File: config.mk
export PLATFORM = sky130hd
export DESIGN_NAME = smb_idle_gate
export DESIGN_NICKNAME = d
export VERILOG_FILES = /design/src/rtl/smb_gate_pkg.sv /design/src/rtl/smb_scl_sync.sv /design/src/rtl/smb_idle_timer.sv /design/src/rtl/smb_gate_ctrl.sv /design/src/rtl/smb_idle_gate.sv
export SDC_FILE = /design/constraint.sdc
export NUM_CORES = 1
export LEC_CHECK = 0
export CORE_AREA = 8 8 45 47
export DETAILED_ROUTE_END_ITERATION = 8
export DIE_AREA = 0 0 53 55
export GPL_TIMING_DRIVEN = 0
export PLACE_DENSITY = 0.7
export SLEW_MARGIN = 25
export SYNTH_ARGS = -nofsm -noshare
export SYNTH_HDL_FRONTEND = slang
export SYNTH_SLANG_ARGS = --single-unit
File: constraint.sdc
create_clock -name clk -period 2 [get_ports clk]
set_input_delay 0.4 -clock clk [delete_from_list [all_inputs] [get_ports clk]]
set_output_delay 0.4 -clock clk [all_outputs]
set_load 0.005 [all_outputs]
File: src/rtl/smb_gate_pkg.sv
package smb_gate_pkg;

   typedef enum logic [1:0] {
      GS_WAIT = 2'd0,
      GS_QUAL = 2'd1,
      GS_LOCK = 2'd2
   } gate_state_e;

endpackage

File: src/rtl/smb_scl_sync.sv
module smb_scl_sync #(
   parameter int SYNC_STAGES = 2
) (
   input  logic clk,
   input  logic rst_n,
   input  logic scl_raw,
   output logic scl_q,
   output logic scl_edge
);
   initial begin
      if (SYNC_STAGES < 2) $error("SYNC_STAGES must be at least 2");
   end

   logic [SYNC_STAGES-1:0] chain;
   logic                   scl_prev;

   generate
      for (genvar s = 0; s < SYNC_STAGES; s++) begin : g_stage
         if (s == 0) begin : g_first
            always_ff @(posedge clk or negedge rst_n) begin
               if (!rst_n) chain[0] <= 1'b1;
               else        chain[0] <= scl_raw;
            end
         end else begin : g_next
            always_ff @(posedge clk or negedge rst_n) begin
               if (!rst_n) chain[s] <= 1'b1;
               else        chain[s] <= chain[s-1];
            end
         end
      end
   endgenerate

   always_ff @(posedge clk or negedge rst_n) begin
      if (!rst_n) scl_prev <= 1'b1;
      else        scl_prev <= chain[SYNC_STAGES-1];
   end

   assign scl_q    = chain[SYNC_STAGES-1];
   assign scl_edge = chain[SYNC_STAGES-1] ^ scl_prev;
endmodule

File: src/rtl/smb_idle_timer.sv
module smb_idle_timer #(
   parameter int IDLE_CYCLES = 100
) (
   input  logic clk,
   input  logic rst_n,
   input  logic load,
   input  logic run,
   output logic expired
);
   localparam int CNT_W = (IDLE_CYCLES > 2) ? $clog2(IDLE_CYCLES) : 1;
   localparam logic [CNT_W-1:0] RELOAD = CNT_W'(IDLE_CYCLES - 1);

   initial begin
      if (IDLE_CYCLES < 2) $error("IDLE_CYCLES must be at least 2");
   end

   logic [CNT_W-1:0] cnt;

   always_ff @(posedge clk or negedge rst_n) begin
      if (!rst_n)                 cnt <= RELOAD;
      else if (load)              cnt <= RELOAD;
      else if (run && cnt != '0)  cnt <= cnt - 1'b1;
   end

   assign expired = (cnt == '0);
endmodule

File: src/rtl/smb_gate_ctrl.sv
module smb_gate_ctrl
   import smb_gate_pkg::*;
(
   input  logic clk,
   input  logic rst_n,
   input  logic scl_q,
   input  logic scl_edge,
   input  logic msg_pend,
   input  logic slv_idle,
   input  logic mst_done,
   input  logic mst_fail,
   input  logic expired,
   output logic tmr_load,
   output logic tmr_run,
   output logic start_o,
   output logic lock_o,
   output logic qual_o
);
   gate_state_e state, state_nx;
   logic        start_nx;
   logic        open_ok;
   logic        final_ok;

   assign open_ok  = msg_pend && slv_idle && scl_q && !scl_edge;
   assign final_ok = scl_q && slv_idle;

   always_comb begin
      state_nx = state;
      start_nx = 1'b0;
      unique case (state)
         GS_WAIT: begin
            if (open_ok) state_nx = GS_QUAL;
         end
         GS_QUAL: begin
            if (mst_fail || !msg_pend || scl_edge) begin
               state_nx = GS_WAIT;
            end else if (expired) begin
               if (final_ok) begin
                  state_nx = GS_LOCK;
                  start_nx = 1'b1;
               end else begin
                  state_nx = GS_WAIT;
               end
            end
         end
         GS_LOCK: begin
            if (mst_done || mst_fail) state_nx = GS_WAIT;
         end
         default: state_nx = GS_WAIT;
      endcase
   end

   always_ff @(posedge clk or negedge rst_n) begin
      if (!rst_n) begin
         state   <= GS_WAIT;
         start_o <= 1'b0;
      end else begin
         state   <= state_nx;
         start_o <= start_nx;
      end
   end

   assign tmr_load = (state != GS_QUAL);
   assign tmr_run  = (state == GS_QUAL);
   assign lock_o   = (state == GS_LOCK);
   assign qual_o   = (state == GS_QUAL);
endmodule

File: src/rtl/smb_idle_gate.sv
module smb_idle_gate #(
   parameter int SYNC_STAGES = 2,
   parameter int IDLE_CYCLES = 100
) (
   input  logic clk,
   input  logic rst_n,
   input  logic scl_in,
   input  logic msg_pend,
   input  logic slv_idle,
   input  logic mst_done,
   input  logic mst_fail,
   output logic start_o,
   output logic lock_o,
   output logic qual_o
);
   logic scl_q, scl_edge, expired, tmr_load, tmr_run;

   smb_scl_sync #(.SYNC_STAGES(SYNC_STAGES)) u_sync (
      .clk(clk), .rst_n(rst_n), .scl_raw(scl_in),
      .scl_q(scl_q), .scl_edge(scl_edge)
   );

   smb_idle_timer #(.IDLE_CYCLES(IDLE_CYCLES)) u_timer (
      .clk(clk), .rst_n(rst_n), .load(tmr_load), .run(tmr_run),
      .expired(expired)
   );

   smb_gate_ctrl u_ctrl (
      .clk(clk), .rst_n(rst_n), .scl_q(scl_q), .scl_edge(scl_edge),
      .msg_pend(msg_pend), .slv_idle(slv_idle),
      .mst_done(mst_done), .mst_fail(mst_fail), .expired(expired),
      .tmr_load(tmr_load), .tmr_run(tmr_run),
      .start_o(start_o), .lock_o(lock_o), .qual_o(qual_o)
   );
endmodule

After elaboration in Yosys (flattened, before gate mapping). Cells that the tools add are included.

Register bits after elaboration: 13. Bits of input ports: 7. Output and inout port bits: 3. Logic and storage cells: 41.

$add $sub $neg: 1. Equal/unequal tests: 6. Multiplexer cells: 12. Bitwise operators: 1. Reduce and logical (&&, ||, !) cells: 15.

Operators by type and width (count): two-way mux 7 bit (2); two-way mux 2 bit (5); zero test 7 bit (1); nonzero test 7 bit (1); subtractor 7 x 1 -> 7 bit (second input constant) (1); != test 2 x 1 -> 1 bit (second input constant) (3); one-hot mux 2 bit (3 select lines) (1); logical AND 1 bit (5); two-way mux 1 bit (4); logical OR 1 bit (3); != test 3 x 2 -> 1 bit (second input constant) (1); AND reduction 3 bit (1); == test 2 x 1 -> 1 bit (second input constant) (1); == test 2 bit (second input constant) (1); zero test 1 bit (2); zero test 2 bit (1); nonzero test 2 bit (1); bitwise XOR 1 bit (1).

Depth between registers and ports, before layout. Gate-level depths: netlist (run 1).

Depth after elaboration: 5. Depth in mapped cells: 6. Gate-level depth less buffers: 6.

Hierarchy. From an unflattened synthesis (run 1), not the netlist that was laid out.

Cell total of the unflattened synthesis: 60. Area, all modules: 648.1 um^2.

Modules (own cells, without submodules): smb_idle_timer (times used 1, cells an instance 41, area an instance 391.6 um^2, seq. area each 180.2 um^2); smb_gate_ctrl (times used 1, cells an instance 15, area an instance 168.9 um^2, seq. area each 75.1 um^2); smb_scl_sync (times used 1, cells an instance 4, area an instance 87.6 um^2, seq. area each 78.8 um^2).

Least setup slack after synthesis (run 1). No wires, ideal clock.

Path kind: register to register. Start: register u_timer.cnt[0]. End: register u_ctrl.state[1]. Setup time: 0.121 ns. Data arrival time: 1.383 ns. Slack: 0.496 ns. Cell stages (with the launch flop): 7. Path buffers: 0. Cells stage by stage: dfstp_2 -> inv_1 -> ha_1 -> nor2b_1 -> nand3_2 -> nand4_1 -> a22o_1.

Word-level cells in the longest chain between the ends: 3.

RTL lines: start, declared (line smb_idle_timer.sv:17) `logic [CNT_W-1:0] cnt;`; start signal, assigned (line smb_idle_timer.sv:22) `else if (run && cnt != '0) cnt <= cnt - 1'b1;`; zero test 7 bit (line smb_idle_timer.sv:25) `assign expired = (cnt == '0);`; != test 3 x 2 -> 1 bit (no line); AND reduction 3 bit (no line); end signal, assigned (line smb_gate_ctrl.sv:58) `state <= state_nx;`; end, declared (line smb_gate_ctrl.sv:19) `gate_state_e state, state_nx;`.

Every way passes these cells. A chain may end at the register's enable or synchronous reset.

Final worst setup path (run 1).
Start: register u_ctrl.state[1]. End: output port qual_o.

Word-level cells in the longest chain between the ends: 1.

RTL lines: == test 2 x 1 -> 1 bit (line smb_gate_ctrl.sv:66) `assign qual_o = (state == GS_QUAL);`; end, declared (line smb_idle_gate.sv:14) `output logic qual_o`.

Every way passes these cells.

==> impl_metrics.ini, run 1 <==
[yosys]
synth.avg_cell_area_sq_um = 10.6
synth_top_area_cell = dfstp_2
async_reset_ff_share_pct = 100
synth-seq-cells = 13
synth_cell_type_count = 22
synth_commonest_cells = dfstp_2 (7), dfrtp_1 (6), nor2_1 (6)
yosysTopAreaCellShare_pct = 32.0
synth_area_leaders = dfstp_2 (32%), dfrtp_1 (26%), nor2b_1 (4.4%)
synthCells = 54
synth_warnings = 0
yosysMostFrequentCell = dfstp_2
synth-edff-count = 0
synthFlopType = dfstp_2
synth_nets = 62
ys_seq_area_share_pct = 58.2
synth.cell_area_sq_um = 574

[floorplan]
num_io_pins = 10
die_y_microns = 55
core_sq_um = 1380
die_x_microns = 53
rows = 14
initial_core_util_pct = 41.5
dieArea_sq_um = 2920

[detailed_routing]
wl_mm = 1.02
vias = 429
wl_per_cell_microns = 12.3
drc = 0
drtIter0Drc = 3
drt-pass1-iter-count = 4
via_per_inst = 5.17
ant_nets = 0

[sta]
rsz0062_at_grt = no
setup_tns_ns = 0
finalCritPeriodShare_pct = 96.2
skew_ns = 0.00263
max_freq_mhz = 520
worstMarginPinSlew_ns = 0.543
finalHoldViolCount = 0
slew_viol_final = 0
fin_crit_ns = 1.92
setup_viol = 0
slew_headroom_pct = 63.7

[critical_path]
path_class = reg -> out
required_ns = 1.60
critPathCaptureType = primary output
cp_max_fo = 6
startpoint_type = flip-flop
crit_arrival_ns = 1.52

[clock_network]
clock-sinks = 13
clk_path_buf_depth = 2
clock_latency_ns = 0.28
htreeDepth = 1
cts_buffers = 3
post-cts-setup-buffers = 0
ctsHoldBuffers = 0
tritoncts = done
root_buffer = clkbuf_4
clk_pin_slew_ns = 0.08

[pwr]
p_switching_mw = 0.104
ir_drop_uv = 408
p_int_mw = 0.364
p_clk_share_pct = 35.7
p_per_area_nw_per_um2 = 656
seq_power_share_pct = 58.6
leakage_nw = 0.290
combPwrFrac_pct = 5.7
p_sw_share_pct = 22.2

[finish]
syn_to_final_growth_pct = 24.2
stdcell_count = 83
multi_input_area_sq_um = 231
ff_latch_area_sq_um = 334
diodes = 0
utilization_pct = 51.5
fill_cells = 139
layout-drive-gt1-share_pct = 19.4
nets = 76

[place]
dpl.hpwl_microns = 746
place.gp.congestion = 0.789
numPortBuffers = 9
dp_cells = 79

[hold_path]
hp-class = reg -> reg

[flow_run]
cap_viol_max_count = 0

[grt]
grt_pass1_vias = 452
grt_overflow = 0
grt_max_degree = 14
grt_pass1_wl_mm = 1.81
grt.total_usage_pct = 8.91
antenna_found_initial = 0

[run_status]
status = complete, no violations
final timing paths:
kind	from	to	slack (ns)	depth (start not counted)
max	u_ctrl.state[1]	qual_o	0.08	3
min	u_sync.chain[0]	u_sync.scl_q	0.36	0
max reg2reg	u_timer.cnt[0]	u_ctrl.state[1]	0.37	6
min reg2reg	u_sync.chain[0]	u_sync.scl_q	0.36	0
max in group asynchronous	rst_n	u_sync.scl_q	1.17	1
min in group asynchronous	rst_n	u_timer.cnt[2]	0.47	1
layout make-up:
cell class / instances / area share, %
repair buffers: 9 / 12.6
flip-flops and latches: 13 / 46.8
well taps: 16 / 2.81
clock buffers: 4 / 3.68
multi-input cells: 38 / 32.5
inverters: 3 / 1.58
cell usage in the layout (no fill, tap or decap):
cell,n
xnor2_1,2
nor2b_1,4
a21oi_1,3
dfstp_2,7
and2_1,1
nand3b_1,1
nor2_1,6
xor2_1,1
clkbuf_1,1
nor3_1,2
nand2b_2,1
clkbuf_4,3
o21ai_0,2
clkdlybuf4s50_1,9
nand2_1,4
o311ai_1,1
o21ai_1,1
inv_2,1
nand4_1,2
or4_1,1
o31ai_1,1
inv_1,2
dfrtp_1,6
nand3_2,1
a22o_1,1
ha_1,1
nand2b_1,2
worst max-delay path: stages (launching register included):
cell	delay, ns
dfrtp_1	0.39
nand2b_2	0.23
inv_2	0.12
clkdlybuf4s50_1	0.51
flip-flops by register name, indices dropped and copies added (netlist names):
signal	flops
u_sync.scl_q	1
u_ctrl.start_o	1
u_sync.scl_prev	1
u_ctrl.state	2
u_timer.cnt	7
u_sync.chain	1
metal layers:
metal	vias to the layer above	track usage, %	share of wire [%]	wire length [microns]
met5	-	0	0	0
met4	0	10.3	5.0	51
met3	6	2.41	4.2	43
met2	8	13.7	48	486
met1	202	9.13	43	442
li1	213	-	-	-
through the flow:
step | hold slack (ns) | cell area (sq um) | power, mW | setup WS (ns)
after global placement | 0.350 | 684 | 0.305 | 0.273
after floorplan | 0.104 | 574 | 0.285 | 0.496
after detailed placement | 0.349 | 684 | 0.306 | 0.264
after global routing | 0.366 | 713 | 0.484 | 0.00395
after CTS | 0.363 | 711 | 0.472 | 0.0239
final | 0.359 | 713 | 0.468 | 0.0754
kinds of logic after synthesis:
| family | synth area share [%] |
|---|---|
| flops | 58.2 |
| fa+ha+maj | 2.18 |
| buf+inv | 1.96 |
| compound gates | 9.59 |
| xor+xnor | 4.58 |
| simple gates | 23.5 |
power by group through the flow:
stage	Combinational, mW	Clock (mW)	Sequential [mW]
after CTS	0.0275	0.171	0.274
final	0.0267	0.167	0.274
after floorplan	0.00708	0	0.278
after detailed placement	0.0273	0	0.279
after global routing	0.0306	0.178	0.275
after global placement	0.0269	0	0.278
what timing repair did:
action / CTS / global route
cloned: 0 / 0
endpoints found under the setup margin: 1 / 1
pin swaps: 0 / 0
gates resized for setup: 1 / 1
Power figures use the tool's default switching activity.
==> inputs of run 2 (changes only) <==
--- a/config.mk
+++ b/config.mk
@@ -5,11 +5,11 @@
 export SDC_FILE = /design/constraint.sdc
 export NUM_CORES = 1
 export LEC_CHECK = 0
-export CORE_AREA = 8 8 45 47
+export CORE_MARGIN = 8
+export CORE_UTILIZATION = 43
 export DETAILED_ROUTE_END_ITERATION = 8
-export DIE_AREA = 0 0 53 55
 export GPL_TIMING_DRIVEN = 0
-export PLACE_DENSITY = 0.7
+export PLACE_DENSITY = 0.73
 export SLEW_MARGIN = 25
 export SYNTH_ARGS = -nofsm -noshare
 export SYNTH_HDL_FRONTEND = slang
==> constraint.sdc (replaced) <==
create_clock -name clk -period 1.7 [get_ports clk]
set_input_delay 0.34 -clock clk [delete_from_list [all_inputs] [get_ports clk]]
set_output_delay 0.34 -clock clk [all_outputs]
set_load 0.005 [all_outputs]
==> impl_metrics.ini, run 2 (synthesis gave the netlist of run 1 again) <==
[sta]
worstMarginPinSlew_ns = 0.543
setup_viol = 0
rsz0062_at_grt = no
max_freq_mhz = 621
skew_ns = 0.000893
worst_slack_ns = 0.0885
slew_viol_final = 0
fin_crit_ns = 1.61
finalCritPeriodShare_pct = 94.8
slew_headroom_pct = 63.7
finalHoldViolCount = 0
setup_tns_ns = 0
hold_slack_ns = 0.361

[floorplan]
initial_core_util_pct = 45.3
dieArea_sq_um = 2760
core_sq_um = 1270
die_x_microns = 52.5
die_y_microns = 52.5
rows = 13
num_io_pins = 10

[pwr]
p_per_area_nw_per_um2 = 753
seq_power_share_pct = 59.3
leakage_nw = 0.305
p_switching_mw = 0.117
p_clk_share_pct = 34.9
p_sw_share_pct = 21.4
p_int_mw = 0.427
combPwrFrac_pct = 5.8
ir_drop_uv = 379

[detailed_routing]
drc = 0
wl_per_cell_microns = 12.3
wl_mm = 1.02
ant_nets = 0
drt-pass1-iter-count = 5
via_per_inst = 5.17
drtIter0Drc = 17
vias = 429

[hold_path]
worstHoldStart = u_sync.chain[0]
hp-class = reg -> reg
min_to = u_sync.scl_q
hold_depth = 0

[clock_network]
htreeDepth = 1
clock-sinks = 13
cts_buffers = 3
clk_path_buf_depth = 2
root_buffer = clkbuf_4
clk_pin_slew_ns = 0.08
clock_latency_ns = 0.27
tritoncts = done

[grt]
grt_overflow = 0
antenna_found_initial = 0
grt_max_degree = 14
grt_pass1_vias = 378
grt.total_usage_pct = 8.09
grt_pass1_wl_mm = 1.64

[critical_path]
startpoint_type = flip-flop
path_class = reg -> reg
rr_startpoint = u_timer.cnt[0]
reg2regPathDepth = 6
critPathCaptureType = flip-flop
cp_max_fo = 7
required_ns = 1.87
reg2reg_to = u_ctrl.state[1]
critPathLaunch = u_timer.cnt[0]
r2r_setup_slack_ns = 0.09
crit_arrival_ns = 1.78

[place]
dpl.hpwl_microns = 759
dp_cells = 78
numPortBuffers = 9
pre_cts_ws_ns = 0.0477
place.gp.congestion = 0.760

[finish]
stdcell_count = 83
largest_reg_flops = 7
syn_to_final_growth_pct = 25.7
utilization_pct = 56.9
reg_top3 = u_timer.cnt x7, u_ctrl.state x2
diodes = 0
regMostFlops = u_timer.cnt
layout-drive-gt1-share_pct = 20.6
nets = 77
fill_cells = 112
most-common-layout-cells = clkdlybuf4s50_1 (7), dfstp_2 (7), nor2_1 (6), dfrtp_1 (6)

[flow_run]
cap_viol_max_count = 0

[run_status]
status = complete, no violations
[run 2: cell count changes in the layout (fill, tap and decap cells not counted), sizes merged]
cell           change
buf                +1
dlygate4sd2        +2
clkdlybuf4s50      -2
[run 2: final cells by class]
type	count	area [sq um]	share of cell area [%]
flip-flops and latches	13	334	46.3
multi-input cells	38	236	32.8
repair buffers	10	95.1	13.2
clock buffers	4	26.3	3.64
well taps	15	18.8	2.60
inverters	3	11.3	1.56
[run 2: worst max-delay path, stage by stage (launching register included)]
cell	delay (ns)
dfstp_2	0.55
inv_1	0.04
ha_1	0.21
nor2b_1	0.17
nand3_2	0.15
nand4_1	0.14
a22o_1	0.25
[run 2: timing repair]
action	in CTS	in global routing
hold buffers	0	0
buffers inserted	0	1
setup endpoints to repair	2	1
pin swaps	0	1
gates resized for setup	5	0
[run 2: worst max path at each step]
stage                                  to  slack [ns]
after floorplan           u_ctrl.state[1]        0.20
after global placement             qual_o        0.04
after detailed placement           qual_o        0.05
after CTS                 u_ctrl.state[1]        0.08
after global routing      u_ctrl.state[1]       0.002
final                     u_ctrl.state[1]        0.09
[run 2: routing by layer]
| metal | routed length [microns] | GRT usage (%) |
|---|---|---|
| met2 | 486 | 12.1 |
| met4 | 29 | 6.47 |
| met5 | 0 | 0 |
| met1 | 460 | 9.26 |
| met3 | 43 | 2.56 |
[run 2: per-stage QoR]
stage	total power [mW]	cell area, sq um
global route	0.563	722
global placement	0.359	683
finish	0.544	722
CTS	0.550	714
floorplan	0.335	574
detailed placement	0.360	683
[run 2: power groups by stage]
stage	Combinational, mW	Clock (mW)	Sequential (mW)
floorplan	0.00833	0	0.327
global placement	0.0316	0	0.327
detailed placement	0.0318	0	0.328
CTS	0.0319	0.195	0.323
global route	0.0347	0.205	0.324
finish	0.0314	0.190	0.323
